<file path="config.mk">
export PLATFORM = sky130hd
export DESIGN_NAME = flash_cmd_decoder
export DESIGN_NICKNAME = d
export VERILOG_FILES = /design/src/rtl/flash_cmd_pkg.sv /design/src/rtl/fcd_seq.sv /design/src/rtl/fcd_prog_latch.sv /design/src/rtl/fcd_cfg_reg.sv /design/src/rtl/fcd_asel_mux.sv /design/src/rtl/flash_cmd_decoder.sv
export SDC_FILE = /design/constraint.sdc
export NUM_CORES = 1
export LEC_CHECK = 0
export ABC_AREA = 1
export BUFFER_PORTS_ARGS = -buffer_cell sky130_fd_sc_hd__buf_2
export CAP_MARGIN = 25
export CORE_AREA = 2 2 263 265
export CTS_CLUSTER_SIZE = 24
export DETAILED_ROUTE_END_ITERATION = 16
export DIE_AREA = 0 0 265 267
export PLACE_DENSITY = 0.43
export SYNTH_ARGS = -nofsm -noshare
export SYNTH_HDL_FRONTEND = slang
export SYNTH_SLANG_ARGS = --single-unit
</file>
<file path="constraint.sdc">
create_clock -name clk -period 1.8 [get_ports clk]
set_clock_uncertainty 0.15 [all_clocks]
set_input_delay 0.18 -clock clk [delete_from_list [all_inputs] [get_ports clk]]
set_output_delay 0.18 -clock clk [all_outputs]
set_load 0.005 [all_outputs]
</file>
<file path="src/rtl/flash_cmd_pkg.sv">
package flash_cmd_pkg;

  typedef enum logic [2:0] {
    S_IDLE,
    S_UNLK1,
    S_UNLK2,
    S_CFG,
    S_PG,
    S_DPG0,
    S_DPG1,
    S_BYX
  } seq_state_e;

  localparam logic [1:0] RD_ARRAY  = 2'd0;
  localparam logic [1:0] RD_ASEL   = 2'd1;
  localparam logic [1:0] RD_STATUS = 2'd2;

  localparam logic [7:0] CMD_KEY1   = 8'hAA;
  localparam logic [7:0] CMD_KEY2   = 8'h55;
  localparam logic [7:0] CMD_ASEL   = 8'h90;
  localparam logic [7:0] CMD_CFG    = 8'h60;
  localparam logic [7:0] CMD_BYP    = 8'h20;
  localparam logic [7:0] CMD_PG     = 8'hA0;
  localparam logic [7:0] CMD_DPG    = 8'h40;
  localparam logic [7:0] CMD_CFG_OK = 8'h03;
  localparam logic [7:0] CMD_BYX_OK = 8'h00;

  localparam int          KEY_AW  = 11;
  localparam logic [10:0] ADR_KEY1 = 11'h555;
  localparam logic [10:0] ADR_KEY2 = 11'h2AA;

  // Programming can only turn ones into zeros.
  function automatic logic [15:0] clear_only(input logic [15:0] old_w,
                                             input logic [15:0] new_w);
    return old_w & new_w;
  endfunction

  function automatic logic key_hit(input logic [10:0] a, input logic [10:0] want,
                                   input logic [7:0] d, input logic [7:0] dwant);
    return (a == want) && (d == dwant);
  endfunction

endpackage

</file>
<file path="src/rtl/fcd_seq.sv">
module fcd_seq
  import flash_cmd_pkg::*;
#(
  parameter int ADDR_W = 21
) (
  input  logic              clk,
  input  logic              rst_n,
  input  logic              wr_en,
  input  logic [ADDR_W-1:0] wr_addr,
  input  logic [7:0]        cmd,
  input  logic [ADDR_W-2:0] first_hi,
  input  logic              busy_i,
  output logic              as_mode_o,
  output logic              bypass_o,
  output logic              ev_pg,
  output logic              ev_dpg0,
  output logic              ev_dpg1,
  output logic              ev_cfg
);

  seq_state_e state_q, state_n;
  logic       as_q, as_n;
  logic       by_q, by_n;
  logic       accept;
  logic [KEY_AW-1:0] key_addr;

  assign accept   = wr_en && !busy_i;
  assign key_addr = wr_addr[KEY_AW-1:0];

  always_comb begin
    state_n = state_q;
    as_n    = as_q;
    by_n    = by_q;
    ev_pg   = 1'b0;
    ev_dpg0 = 1'b0;
    ev_dpg1 = 1'b0;
    ev_cfg  = 1'b0;
    if (accept) begin
      case (state_q)
        S_IDLE: begin
          if (by_q) begin
            if (cmd == CMD_PG)        state_n = S_PG;
            else if (cmd == CMD_DPG)  state_n = S_DPG0;
            else if (cmd == CMD_ASEL) state_n = S_BYX;
          end else if (key_hit(key_addr, ADR_KEY1, cmd, CMD_KEY1)) begin
            state_n = S_UNLK1;
          end else begin
            as_n = 1'b0;
          end
        end
        S_UNLK1: begin
          if (key_hit(key_addr, ADR_KEY2, cmd, CMD_KEY2)) state_n = S_UNLK2;
          else begin
            state_n = S_IDLE;
            as_n    = 1'b0;
          end
        end
        S_UNLK2: begin
          state_n = S_IDLE;
          as_n    = 1'b0;
          if (key_addr == ADR_KEY1) begin
            case (cmd)
              CMD_ASEL: as_n    = 1'b1;
              CMD_CFG:  state_n = S_CFG;
              CMD_BYP:  by_n    = 1'b1;
              CMD_PG:   state_n = S_PG;
              CMD_DPG:  state_n = S_DPG0;
              default:  state_n = S_IDLE;
            endcase
          end
        end
        S_CFG: begin
          state_n = S_IDLE;
          ev_cfg  = (cmd == CMD_CFG_OK);
        end
        S_PG: begin
          state_n = S_IDLE;
          ev_pg   = 1'b1;
        end
        S_DPG0: begin
          state_n = S_DPG1;
          ev_dpg0 = 1'b1;
        end
        S_DPG1: begin
          state_n = S_IDLE;
          ev_dpg1 = (wr_addr[ADDR_W-1:1] == first_hi);
        end
        S_BYX: begin
          state_n = S_IDLE;
          if (cmd == CMD_BYX_OK) by_n = 1'b0;
        end
        default: state_n = S_IDLE;
      endcase
    end
  end

  always_ff @(posedge clk or negedge rst_n) begin
    if (!rst_n) begin
      state_q <= S_IDLE;
      as_q    <= 1'b0;
      by_q    <= 1'b0;
    end else begin
      state_q <= state_n;
      as_q    <= as_n;
      by_q    <= by_n;
    end
  end

  assign as_mode_o = as_q;
  assign bypass_o  = by_q;

  // writes during a program leave the sequencer untouched
  p_busy_freeze_r11: assert property (@(posedge clk) disable iff (!rst_n)
    busy_i |=> $stable(state_q));

  // bypass is only left from the exit-confirm step
  p_bypass_exit_r10: assert property (@(posedge clk) disable iff (!rst_n)
    $fell(by_q) |-> $past(state_q) == S_BYX);

  // identify mode and bypass never coexist
  p_mode_excl_r9: assert property (@(posedge clk) disable iff (!rst_n)
    !(as_q && by_q));

  // second data step is reached only through the first
  p_dpg_order_r8: assert property (@(posedge clk) disable iff (!rst_n)
    (state_q == S_DPG1) |-> ($past(state_q) == S_DPG0 || $past(state_q) == S_DPG1));

endmodule

</file>
<file path="src/rtl/fcd_prog_latch.sv">
module fcd_prog_latch
  import flash_cmd_pkg::*;
#(
  parameter int ADDR_W = 21
) (
  input  logic              clk,
  input  logic              rst_n,
  input  logic              ev_pg,
  input  logic              ev_dpg0,
  input  logic              ev_dpg1,
  input  logic              done,
  input  logic [ADDR_W-1:0] wr_addr,
  input  logic [15:0]       wr_data,
  input  logic [15:0]       arr_word,
  output logic [ADDR_W-1:0] prog_addr,
  output logic [15:0]       prog_data0,
  output logic [15:0]       prog_data1,
  output logic              prog_start,
  output logic              dprog_start,
  output logic              busy
);

  logic [15:0] merged;
  assign merged = clear_only(arr_word, wr_data);

  always_ff @(posedge clk or negedge rst_n) begin
    if (!rst_n) begin
      prog_addr   <= '0;
      prog_data0  <= '0;
      prog_data1  <= '0;
      prog_start  <= 1'b0;
      dprog_start <= 1'b0;
      busy        <= 1'b0;
    end else begin
      prog_start  <= 1'b0;
      dprog_start <= 1'b0;
      if (ev_pg || ev_dpg0) begin
        prog_addr  <= wr_addr;
        prog_data0 <= merged;
      end
      if (ev_dpg1) prog_data1 <= merged;
      if (ev_pg || ev_dpg1) begin
        prog_start  <= ev_pg;
        dprog_start <= ev_dpg1;
        busy        <= 1'b1;
      end else if (done) begin
        busy <= 1'b0;
      end
    end
  end

  // one strobe at a time
  p_strobe_excl_r7: assert property (@(posedge clk) disable iff (!rst_n)
    $onehot0({prog_start, dprog_start}));

  // every strobe is covered by busy
  p_start_busy_r11: assert property (@(posedge clk) disable iff (!rst_n)
    (prog_start || dprog_start) |-> busy);

  // the merged word never sets a bit the array had cleared
  p_clear_only_r7: assert property (@(posedge clk) disable iff (!rst_n)
    prog_start |-> ((prog_data0 & ~$past(arr_word)) == 16'h0000));

  // completion ends the busy period
  p_done_clears_r11: assert property (@(posedge clk) disable iff (!rst_n)
    (busy && done) |=> !busy);

endmodule

</file>
<file path="src/rtl/fcd_cfg_reg.sv">
module fcd_cfg_reg (
  input  logic        clk,
  input  logic        rst_n,
  input  logic        ev_cfg,
  input  logic [15:0] load_val,
  output logic [15:0] cfg_q
);

  always_ff @(posedge clk or negedge rst_n) begin
    if (!rst_n)      cfg_q <= 16'h0000;
    else if (ev_cfg) cfg_q <= load_val;
  end

  // the register only moves on its load event
  p_cfg_hold_r6: assert property (@(posedge clk) disable iff (!rst_n)
    !ev_cfg |=> $stable(cfg_q));

endmodule

</file>
<file path="src/rtl/fcd_asel_mux.sv">
module fcd_asel_mux #(
  parameter int          ADDR_W   = 21,
  parameter int          BLK_LSB  = 12,
  parameter logic [7:0]  MFR_CODE = 8'h20,
  parameter logic [7:0]  DEV_CODE = 8'hA0,
  localparam int         NUM_BLK  = 2 ** (ADDR_W - BLK_LSB)
) (
  input  logic [ADDR_W-1:0]  rd_addr,
  input  logic [NUM_BLK-1:0] blk_prot,
  input  logic [15:0]        cfg_q,
  output logic [15:0]        as_data
);

  logic [ADDR_W-BLK_LSB-1:0] blk_idx;
  logic                      pad_ok;
  logic                      unused_rd_mid;

  assign blk_idx       = rd_addr[ADDR_W-1:BLK_LSB];
  assign pad_ok        = (rd_addr[7:2] == 6'd0);
  assign unused_rd_mid = ^rd_addr[BLK_LSB-1:8];

  always_comb begin
    as_data = 16'h0000;
    if (pad_ok) begin
      case (rd_addr[1:0])
        2'b00:   as_data = {8'h00, MFR_CODE};
        2'b01:   as_data = {8'h00, DEV_CODE};
        2'b10:   as_data = {15'h0000, blk_prot[blk_idx]};
        default: as_data = cfg_q;
      endcase
    end
  end

endmodule

</file>
<file path="src/rtl/flash_cmd_decoder.sv">
module flash_cmd_decoder
  import flash_cmd_pkg::*;
#(
  parameter int         ADDR_W   = 21,
  parameter int         BLK_LSB  = 12,
  parameter int         BANK_W   = 1,
  parameter logic [7:0] MFR_CODE = 8'h20,
  parameter logic [7:0] DEV_CODE = 8'hA0,
  localparam int        NUM_BLK  = 2 ** (ADDR_W - BLK_LSB)
) (
  input  logic               clk,
  input  logic               rst_n,
  input  logic               wr_en,
  input  logic [ADDR_W-1:0]  wr_addr,
  input  logic [15:0]        wr_data,
  input  logic [15:0]        arr_word,
  input  logic               done,
  input  logic [ADDR_W-1:0]  rd_addr,
  input  logic [NUM_BLK-1:0] blk_prot,
  output logic [1:0]         read_mode,
  output logic [15:0]        as_data,
  output logic               prog_start,
  output logic               dprog_start,
  output logic [ADDR_W-1:0]  prog_addr,
  output logic [15:0]        prog_data0,
  output logic [15:0]        prog_data1,
  output logic               busy,
  output logic               bypass,
  output logic [15:0]        cfg_word,
  output logic               rp_pdown_en
);

  localparam int CFG_PD_BIT = 10;

  logic ev_pg, ev_dpg0, ev_dpg1, ev_cfg;
  logic as_mode;
  logic same_bank;

  fcd_seq #(.ADDR_W(ADDR_W)) u_seq (
    .clk       (clk),
    .rst_n     (rst_n),
    .wr_en     (wr_en),
    .wr_addr   (wr_addr),
    .cmd       (wr_data[7:0]),
    .first_hi  (prog_addr[ADDR_W-1:1]),
    .busy_i    (busy),
    .as_mode_o (as_mode),
    .bypass_o  (bypass),
    .ev_pg     (ev_pg),
    .ev_dpg0   (ev_dpg0),
    .ev_dpg1   (ev_dpg1),
    .ev_cfg    (ev_cfg)
  );

  fcd_prog_latch #(.ADDR_W(ADDR_W)) u_latch (
    .clk         (clk),
    .rst_n       (rst_n),
    .ev_pg       (ev_pg),
    .ev_dpg0     (ev_dpg0),
    .ev_dpg1     (ev_dpg1),
    .done        (done),
    .wr_addr     (wr_addr),
    .wr_data     (wr_data),
    .arr_word    (arr_word),
    .prog_addr   (prog_addr),
    .prog_data0  (prog_data0),
    .prog_data1  (prog_data1),
    .prog_start  (prog_start),
    .dprog_start (dprog_start),
    .busy        (busy)
  );

  fcd_cfg_reg u_cfg (
    .clk      (clk),
    .rst_n    (rst_n),
    .ev_cfg   (ev_cfg),
    .load_val (wr_addr[15:0]),
    .cfg_q    (cfg_word)
  );

  fcd_asel_mux #(
    .ADDR_W   (ADDR_W),
    .BLK_LSB  (BLK_LSB),
    .MFR_CODE (MFR_CODE),
    .DEV_CODE (DEV_CODE)
  ) u_asel (
    .rd_addr  (rd_addr),
    .blk_prot (blk_prot),
    .cfg_q    (cfg_word),
    .as_data  (as_data)
  );

  assign rp_pdown_en = cfg_word[CFG_PD_BIT];
  assign same_bank   = (rd_addr[ADDR_W-1 -: BANK_W] == prog_addr[ADDR_W-1 -: BANK_W]);

  always_comb begin
    if (busy && same_bank) read_mode = RD_STATUS;
    else if (as_mode)      read_mode = RD_ASEL;
    else                   read_mode = RD_ARRAY;
  end

  // status is only shown while a program is running
  p_status_needs_busy_r12: assert property (@(posedge clk) disable iff (!rst_n)
    (read_mode == RD_STATUS) |-> busy);

endmodule

</file>
Word-level counts from Yosys, hierarchy flattened
Index checks and enable logic that the tools add are counted.
{"block": "totals", "regBits": 77, "elab_cells": 96, "output_inout_bits": 92}
{"block": "classes", "muxes": 37, "eq_ne": 29, "bitwise": 1, "order_cmp": 1, "reduce_logical": 18}
{"cell": "$pmux 16 s3", "count": 1}
{"cell": "$eq 8x7->1 const B", "count": 3}
{"cell": "$eq 8x8->1 const B", "count": 3}
{"cell": "$mux 1", "count": 22}
{"cell": "$eq 20x20->1", "count": 1}
{"cell": "$mux 3", "count": 6}
{"cell": "$and 16x16->16", "count": 1}
{"cell": "$mux 16", "count": 1}
{"cell": "$pmux 3 s5", "count": 1}
{"cell": "$eq 3x3->1 const B", "count": 4}
{"cell": "$eq 11x10->1 const B", "count": 1}
{"cell": "$eq 11x11->1 const B", "count": 1}
{"cell": "$lt 9x10->1 const B", "count": 1}
{"cell": "$reduce_and 5->1", "count": 2}
{"cell": "$bmux 1 s9", "count": 1}
{"cell": "$pmux 3 s3", "count": 1}
{"cell": "$eq 8x2->1 const B", "count": 1}
{"cell": "$eq 8x6->1 const B", "count": 1}
{"cell": "$logic_not 8->1", "count": 1}
{"cell": "$eq 3x2->1 const B", "count": 2}
{"cell": "$logic_not 6->1", "count": 1}
{"cell": "$ne 2x1->1 const B", "count": 3}
{"cell": "$ne 2x2->1 const B", "count": 3}
{"cell": "$ne 5x5->1 const B", "count": 1}
{"cell": "other kinds (17)", "count": 23}

Logic depth before layout (Yosys ltp)
Gate-level depths: netlist of the first run.
{"block": "depth", "depth_word": 6, "ltp_mapped": 16, "mapped_depth_nobuf": 13}

Modules after synthesis
Synthesis of the first run repeated with hierarchy kept, for this count alone.
{"block": "hier_totals", "hier_cells": 1713, "area_unflattened_um2": 9401.5}
{"mod": "fcd_asel_mux", "seq_area_each_um2": 0.0, "n_inst": 1, "cells_per_inst": 1190, "area_each_um2": 5435.2}
{"mod": "fcd_prog_latch", "seq_area_each_um2": 1401.3, "n_inst": 1, "cells_per_inst": 250, "area_each_um2": 2202.1}
{"mod": "fcd_seq", "seq_area_each_um2": 125.1, "n_inst": 1, "cells_per_inst": 196, "area_each_um2": 1076.0}
{"mod": "fcd_cfg_reg", "seq_area_each_um2": 400.4, "n_inst": 1, "cells_per_inst": 68, "area_each_um2": 644.4}
{"mod": "flash_cmd_decoder", "seq_area_each_um2": 0.0, "n_inst": 1, "cells_per_inst": 9, "area_each_um2": 43.8}

Least setup slack after synthesis of the first run
No wires, ideal clock.
{"block": "synth_path", "path_type": "reg-to-reg", "startpoint": "register u_latch.prog_addr[2]", "endpoint": "register u_latch.prog_data1[14]", "required_time_ns": 1.529, "slack_ns": -0.020, "stages_incl_launch_ff": 9, "arrival_ns": 1.549, "path_buffers": 1, "path_cell_list": "dfrtp_1 > nand2_1 > o21ai_1 > or4_1 > nor2_1 > nand3_1 > buf_2 > nand2_1 > o21ai_1"}
{"block": "synth_via", "elab_chain_cells": 3}
{"element": "start, declared", "line": "fcd_prog_latch.sv:15", "rtl": "output logic [ADDR_W-1:0] prog_addr,"}
{"element": "start signal, assigned", "line": "fcd_prog_latch.sv:38", "rtl": "prog_addr <= wr_addr;"}
{"element": "$eq 20x20->1", "line": "fcd_seq.sv:86", "rtl": "ev_dpg1 = (wr_addr[ADDR_W-1:1] == first_hi);"}
{"element": "$mux 1", "line": "fcd_seq.sv:39", "rtl": "case (state_q)"}
{"element": "$mux 1", "line": "fcd_seq.sv:38", "rtl": "if (accept) begin"}
{"element": "end signal, assigned", "line": "fcd_prog_latch.sv:41", "rtl": "if (ev_dpg1) prog_data1 <= merged;"}
{"element": "end, declared", "line": "fcd_prog_latch.sv:17", "rtl": "output logic [15:0] prog_data1,"}
Every way passes these cells.
A chain may end at the register's enable or synchronous reset.

Worst setup path in the final report of the first run
{"block": "layout_path", "startpoint": "input rd_addr[13]", "endpoint": "output as_data[0]"}
{"block": "layout_via", "elab_chain_cells": 4}
{"element": "start, declared", "line": "flash_cmd_decoder.sv:18", "rtl": "input logic [ADDR_W-1:0] rd_addr,"}
{"element": "$bmux 1 s9", "line": "fcd_asel_mux.sv:28", "rtl": "2'b10: as_data = {15'h0000, blk_prot[blk_idx]};"}
{"element": "$mux 1 (implied by the code)", "line": "fcd_asel_mux.sv:28"}
{"element": "$pmux 16 s3", "line": "fcd_asel_mux.sv:25", "rtl": "case (rd_addr[1:0])"}
{"element": "$mux 16", "line": "fcd_asel_mux.sv:24", "rtl": "if (pad_ok) begin"}
{"element": "end, declared", "line": "flash_cmd_decoder.sv:21", "rtl": "output logic [15:0] as_data,"}
Every way passes these cells. The select of a mux whose other input is x is not followed.

==> flow_summary.toml, run 1 <==
[run_status]
status = "finished, violations left"
violations = "negative setup slack"

[global_routing]
grt-ovfl-total = 0
grt_max_degree = 36
grt_pass1_vias = 13780
grt_pass1_wl_um = 92700
track_usage_pct = 17.78
antenna_found_initial = 20

[clock_network]
cts_buffers = 9
cts_buffer_depth = 2
htreeDepth = 3
clockRootBuffer = "clkbuf_16"
cts.sinks = 77
cts_tree = "built"
insertion_delay_ps = 340
clkTransAtPathRegs_ps = 60

[finish]
nets = 2985
multi_input_area_um2 = 6741
regArea_um2 = 1928
drive_gt1_share_pct = 44.38
final.fill_count = 7914
utilization_pct = 24.18
area_growth_pct = 86.75
design_area_um2 = 16440
fin_cells = 3290

[yosys]
synthCells = 1595
ys_seq_area_share_pct = 21.89
synth_area_um2 = 8801
yosysWarnings = 0
synth_cell_types = 34
synth_top_area_share_pct = 29.29
ys_ff_latch = 77
postSynthAreaPerCell_um2 = 5.518
synth_top_area_cell = "nand3_1"
synth_area_leaders = "nand3_1, nand2_1, dfrtp_1"
synthesis.nets = 2185

[place]
io_buffers = 677
gp_congestion = 0.9231
place_hpwl_um = 54150
placed_cell_area_um2 = 14360
post-place-cells = 3214

[worst_setup_path]
cpMostUsedCell = "nand3_1"
reg2reg_depth = 8
worstSetupEndpointType = "primary output"
r2r_slack_ps = -200
r2r-start = "u_latch.prog_addr[16]$_DFFE_PN0P_"
cp_top_family = "simple AND/OR/NAND/NOR gates"
worstSetupPathType = "input port to primary output"
path_cells = "buf_6, buf_12, buf_4, nand3_1, nand3_2, nand3_1, nand3_1, nand3_1, nand2_2, nand2_1, nand3_1, nand3_2, nand3_4, a21oi_4, buf_2"
path_max_fanout = 21
start_kind = "input port"
path_buf_inv = 4
r2r_end = "u_latch.prog_data1[15]$_DFFE_PN0P_"
crit_arrival_ps = 2140
crit_path_top_delay_cell = "buf_4"
max_stage_delay_ps = 300
cp.required_ps = 1470

[floorplanning]
coreArea_um2 = 67990
die_h_um = 267
ios = 682
initial_core_util_pct = 12.95
num_rows = 96
die_w_um = 265
die-area_um2 = 70760

[timing]
fin_ws_ps = -671.5
whs_ps = 5.135
worst_pin_slew_ps = 811.5
final-setup-viol-count = 19
period_needed_ps = 2471
clock.fmax_mhz = 404.6
rsz0062_at_grt = "true"
hold_viol_final = 0
slew_viol_final = 0
relSlewSlack_pct = 45.84
fin_crit_sh_pct = 137.3

[power]
p_leak_uw = 0.008566
p_per_area_nw_per_um2 = 550.8
vdd_drop_max_mv = 0.6185

[min_path]
hold_class = "input port to register"
hold_start = "arr_word[13]"
whs_endpoint = "u_latch.prog_data0[13]$_DFFE_PN0P_"
whs_path_depth = 3

[run]
maxCapViolations = 0

[detailed_routing]
top_layer = "met5"
wl_met2_um = 32800
drc = 0
drtIter0Drc = 919
viasPerCell = 4.275
route.met3.wl_um = 4827
ant_nets = 0
wire_per_inst_um = 20.42
num_vias = 14070
wl_met1_um = 28200
drtPass1Iterations = 5
wirelength_um = 67180
==> routing by layer <==
| layer | vias to the layer above | global-route usage [%] |
|---|---|---|
| li1 | 6940 | - |
| met1 | 6436 | 22.46 |
| met2 | 595 | 30.98 |
| met3 | 76 | 3.635 |
| met4 | 18 | 3.955 |
| met5 | - | 0 |
==> synth_stat cells <==
cell type  instances
o2bb2ai_1          1
nor2_1            41
a211oi_1           1
xor2_1             1
o22ai_1            6
buf_4              7
nor2_2             1
nor4_1             5
o31ai_1            1
inv_1             51
o2111ai_1          2
nor3b_1            1
buf_1             18
dfrtp_1           77
buf_6             25
a31oi_1            1
inv_2              2
o21ai_1           17
o221ai_1           1
nand3_1          515
nand2_1          656
nand4_1            7
o21ai_0           63
or4_1              1
xnor2_1            3
buf_2             48
a311oi_2           1
a221oi_1           4
clkinv_2           1
o311ai_0           1
a21oi_1            4
clkbuf_1          28
mux2i_1            1
nor3_1             3
==> flip-flops by register name, summed over array words and instances (netlist names) <==
signal               cells
u_seq.state_q            3
u_latch.prog_data0      16
u_latch.busy             1
u_cfg.cfg_q             16
u_latch.dprog_start      1
u_latch.prog_addr       21
u_seq.as_mode_o          1
u_seq.bypass_o           1
u_latch.prog_data1      16
u_latch.prog_start       1
==> timing repair <==
action / CTS / global route
cloned: 7 / 6
buffers inserted: 9 / 3
pin swaps: 24 / 15
endpoints found under the hold margin: 113 / 0
hold buffers: 30 / 0
resized for setup: 147 / 92
setup endpoints to repair: 19 / 40
==> final cells by class <==
type,instances,area share (%)
Tap cell,882,6.714
Clock inverter,7,0.5329
Sequential cell,77,11.73
Timing Repair inverter,1,0.06851
Timing Repair Buffer,914,37.02
Clock buffer,9,1.370
Inverter,54,1.424
Antenna cell,8,0.1218
Multi-Input combinational cell,1338,41.02
==> per-stage QoR <==
stage | total power [uW] | setup slack [ps] | TNS [ps]
after global placement | 6657 | -1259 | -3233
after floorplan | 4105 | 3.527 | 0
after detailed placement | 6650 | -1226 | -3302
after CTS | 8966 | -670.5 | -2440
after global routing | 9686 | -750.6 | -5135
final | 9053 | -671.5 | -3591
==> worst max-delay path by stage <==
stage	start	end	slack (ps)	cells past startpoint
finish	rd_addr[13]	as_data[0]	-670	15
detailed placement	rd_addr[12]	as_data[0]	-1230	18
floorplan	u_latch.prog_addr[2]$_DFFE_PN0P_	u_latch.prog_data1[14]$_DFFE_PN0P_	4	8
CTS	rd_addr[12]	as_data[0]	-670	17
global placement	rd_addr[12]	as_data[0]	-1260	18
global route	rd_addr[12]	as_data[0]	-750	16
==> cell families (layout without fill, tap and decap cells) <==
kind of cell | count (synthesis) | in the layout | synth area share [%]
simple gates | 1230 | 1230 | 60.28
xor+xnor | 4 | 4 | 0.3981
other cells | 0 | 8 | 0
compound gates | 103 | 103 | 6.511
mux | 1 | 1 | 0.1137
flops | 77 | 77 | 21.89
buf+inv | 180 | 985 | 10.80
==> worst reg2reg max path, stage by stage, from the launching register on <==
cell       delay [ps]
dfrtp_1           420
nand2_2           100
o21ai_1            70
or4_4             500
nor2_4            110
nand3_4           180
clkbuf_16         250
nand2_2            60
o21ai_1            50
==> power breakdown <==
part,total [uW],internal [uW],switching [uW]
Clock,1950,1110,844
Sequential,2360,2090,271
Combinational,4740,2220,2530
Total,9050,5410,3640
==> cell usage in the layout, fill, tap and decap left out, drive strengths merged, types with 2 or more instances in the layout <==
master	Yosys	layout
clkinvlp	0	2
o22ai	6	6
xnor2	3	3
bufbuf	0	4
dlygate4sd3	0	30
clkbuf	28	14
diode	0	8
nand2	656	656
nor4	5	5
nor2	42	42
nand3	515	515
o2111ai	2	2
inv	53	58
nand4	7	7
a21oi	4	4
nor3	3	3
o21ai	80	80
dfrtp	77	77
a221oi	4	4
buf	98	875
Note: power is estimated with default switching activity, not from simulation.
==> inputs of run 2 (changes only) <==
PLACE_DENSITY = 0.42   (was 0.43)
clock period = 2.63 ns   (was 1.8 ns; I/O delays follow)
==> flow_summary.toml, run 2 (synthesis results as in run 1) <==
[floorplanning]
die_w_um = 265
initial_core_util_pct = 12.95
ios = 682
num_rows = 96
coreArea_um2 = 67990
die_h_um = 267
die-area_um2 = 70760

[timing]
slew_viol_final = 0
rsz0062_at_grt = "true"
hold_viol_final = 0
tns_ps = 0
final-setup-viol-count = 0
fin_crit_sh_pct = 99.11
relSlewSlack_pct = 60.04
period_needed_ps = 2607
worst_pin_slew_ps = 598.8
clock.fmax_mhz = 383.6
whs_ps = 30.03

[finish]
layout_commonest_cell = "buf_2"
nets = 2895
drive_gt1_share_pct = 41.95
largest_register_ffs = 21
utilization_pct = 22.74
mostFrequentLayoutCells = "buf_2, nand2_1, nand3_1"
fin_cells = 3196
top_register = "u_latch.prog_addr"
area_growth_pct = 75.69

[detailed_routing]
drtIter0Drc = 936
wirelength_um = 68210
wire_per_inst_um = 21.34
drc = 0
num_vias = 13740
ant_nets = 0
drtPass1Iterations = 7
viasPerCell = 4.299

[place]
io_buffers = 677
gp_congestion = 0.8915
place_hpwl_um = 54010
post-place-cells = 3147

[min_path]
hold_class = "input port to register"
whs_endpoint = "u_latch.prog_data1[8]$_DFFE_PN0P_"
hold_start = "arr_word[8]"
whs_path_depth = 3

[clock_network]
clkTransAtPathRegs_ps = 60
clockRootBuffer = "clkbuf_16"
cts.sinks = 77
insertion_delay_ps = 360
cts_tree = "built"
cts_buffers = 9
htreeDepth = 3
cts_buffer_depth = 2

[worst_setup_path]
path_max_fanout = 7
cp.required_ps = 2220
reg2reg_depth = 8
r2r_end = "u_latch.prog_data1[1]$_DFFE_PN0P_"
start_kind = "input port"
r2r-start = "u_latch.prog_addr[20]$_DFFE_PN0P_"
r2r_slack_ps = 550
worstSetupEndpointType = "primary output"
crit_arrival_ps = 2190
worstSetupPathType = "input port to primary output"

[global_routing]
grt_max_degree = 48
grt-ovfl-total = 0
grt_pass1_vias = 13720
track_usage_pct = 18.38
grt_pass1_wl_um = 95260
antenna_found_initial = 16

[power]
p_per_area_nw_per_um2 = 376.0
p_leak_uw = 0.008143
vdd_drop_max_mv = 0.3491

[run]
maxCapViolations = 0

[run_status]
status = "complete, no violations"
[run 2: cell count changes in the layout (fill, tap and decap cells not counted), sizes merged]
cell / previous run / this run
buf: 875 / 808
bufbuf: 4 / 11
clkbuf: 14 / 10
clkinv: 1 / 3
clkinvlp: 2 / 1
diode: 8 / 4
dlygate4sd3: 30 / 4
inv: 58 / 57
[run 2: final cells by class]
type / instances / area, um2
well taps: 882 / 1104
flip-flops and latches: 77 / 1927
repair inverters: 1 / 11.26
clock inverters: 7 / 80.08
multi-input cells: 1338 / 6550
clock buffers: 9 / 225.2
repair buffers: 824 / 5318
fillers: 7925 / 52520
diodes: 4 / 10.01
inverters: 54 / 237.7
[run 2: worst max-delay path by stage]
stage                      from         end  cells after the start
floorplan           rd_addr[12]  as_data[0]                     16
global placement    rd_addr[12]  as_data[0]                     18
detailed placement  rd_addr[12]  as_data[0]                     18
CTS                 rd_addr[12]  as_data[0]                     18
global route        rd_addr[12]  as_data[0]                     18
finish              rd_addr[12]  as_data[0]                     18
[run 2: per-stage QoR]
stage | power (uW) | worst slack (ps) | instance area, um2
floorplan | 2809 | 681.6 | 8801
global placement | 4275 | -581.5 | 13730
detailed placement | 4270 | -516.9 | 13730
CTS | 5815 | -18.37 | 15020
global route | 6237 | -110.8 | 15460
finish | 5813 | 23.43 | 15460
[run 2: critical path, cell delays in order]
cell and delay (ps):
buf_16 160, clkinv_16 110, buf_12 160, buf_12 140
clkbuf_16 150, nand2_1 60, nand3_1 90, nand3_2 100
nand3_2 80, nand3_2 80, nand3_2 80, nand2_2 110
nand2_1 60, nand3_2 100, nand3_2 100, nand3_4 120
a21oi_2 60, buf_2 150
[run 2: routing by layer]
layer / GRT usage [%] / vias to the layer above / part of all wire, %
met2: 32.63 / 557 / 49
met5: 0 / - / 0.16
met1: 23.15 / 6361 / 43
met3: 3.681 / 61 / 6.7
li1: - / 6744 / -
met4: 3.161 / 18 / 1.2
[run 2: power breakdown]
part / leakage (uW) / switching [uW] / total (uW) / internal (uW)
Combinational: 0.00696 / 1580 / 2840 / 1260
Clock: 0.000149 / 565 / 1320 / 751
Sequential: 0.00103 / 232 / 1660 / 1430
[run 2: what timing repair did]
| item | in CTS | in global routing |
|---|---|---|
| setup endpoints to repair | 1 | 1 |
| cloned | 14 | 1 |
| pin swaps | 7 | 35 |
| hold endpoints to repair | 44 | 0 |
| buffers inserted | 10 | 1 |
| hold buffers | 4 | 0 |
| gates resized for setup | 93 | 85 |
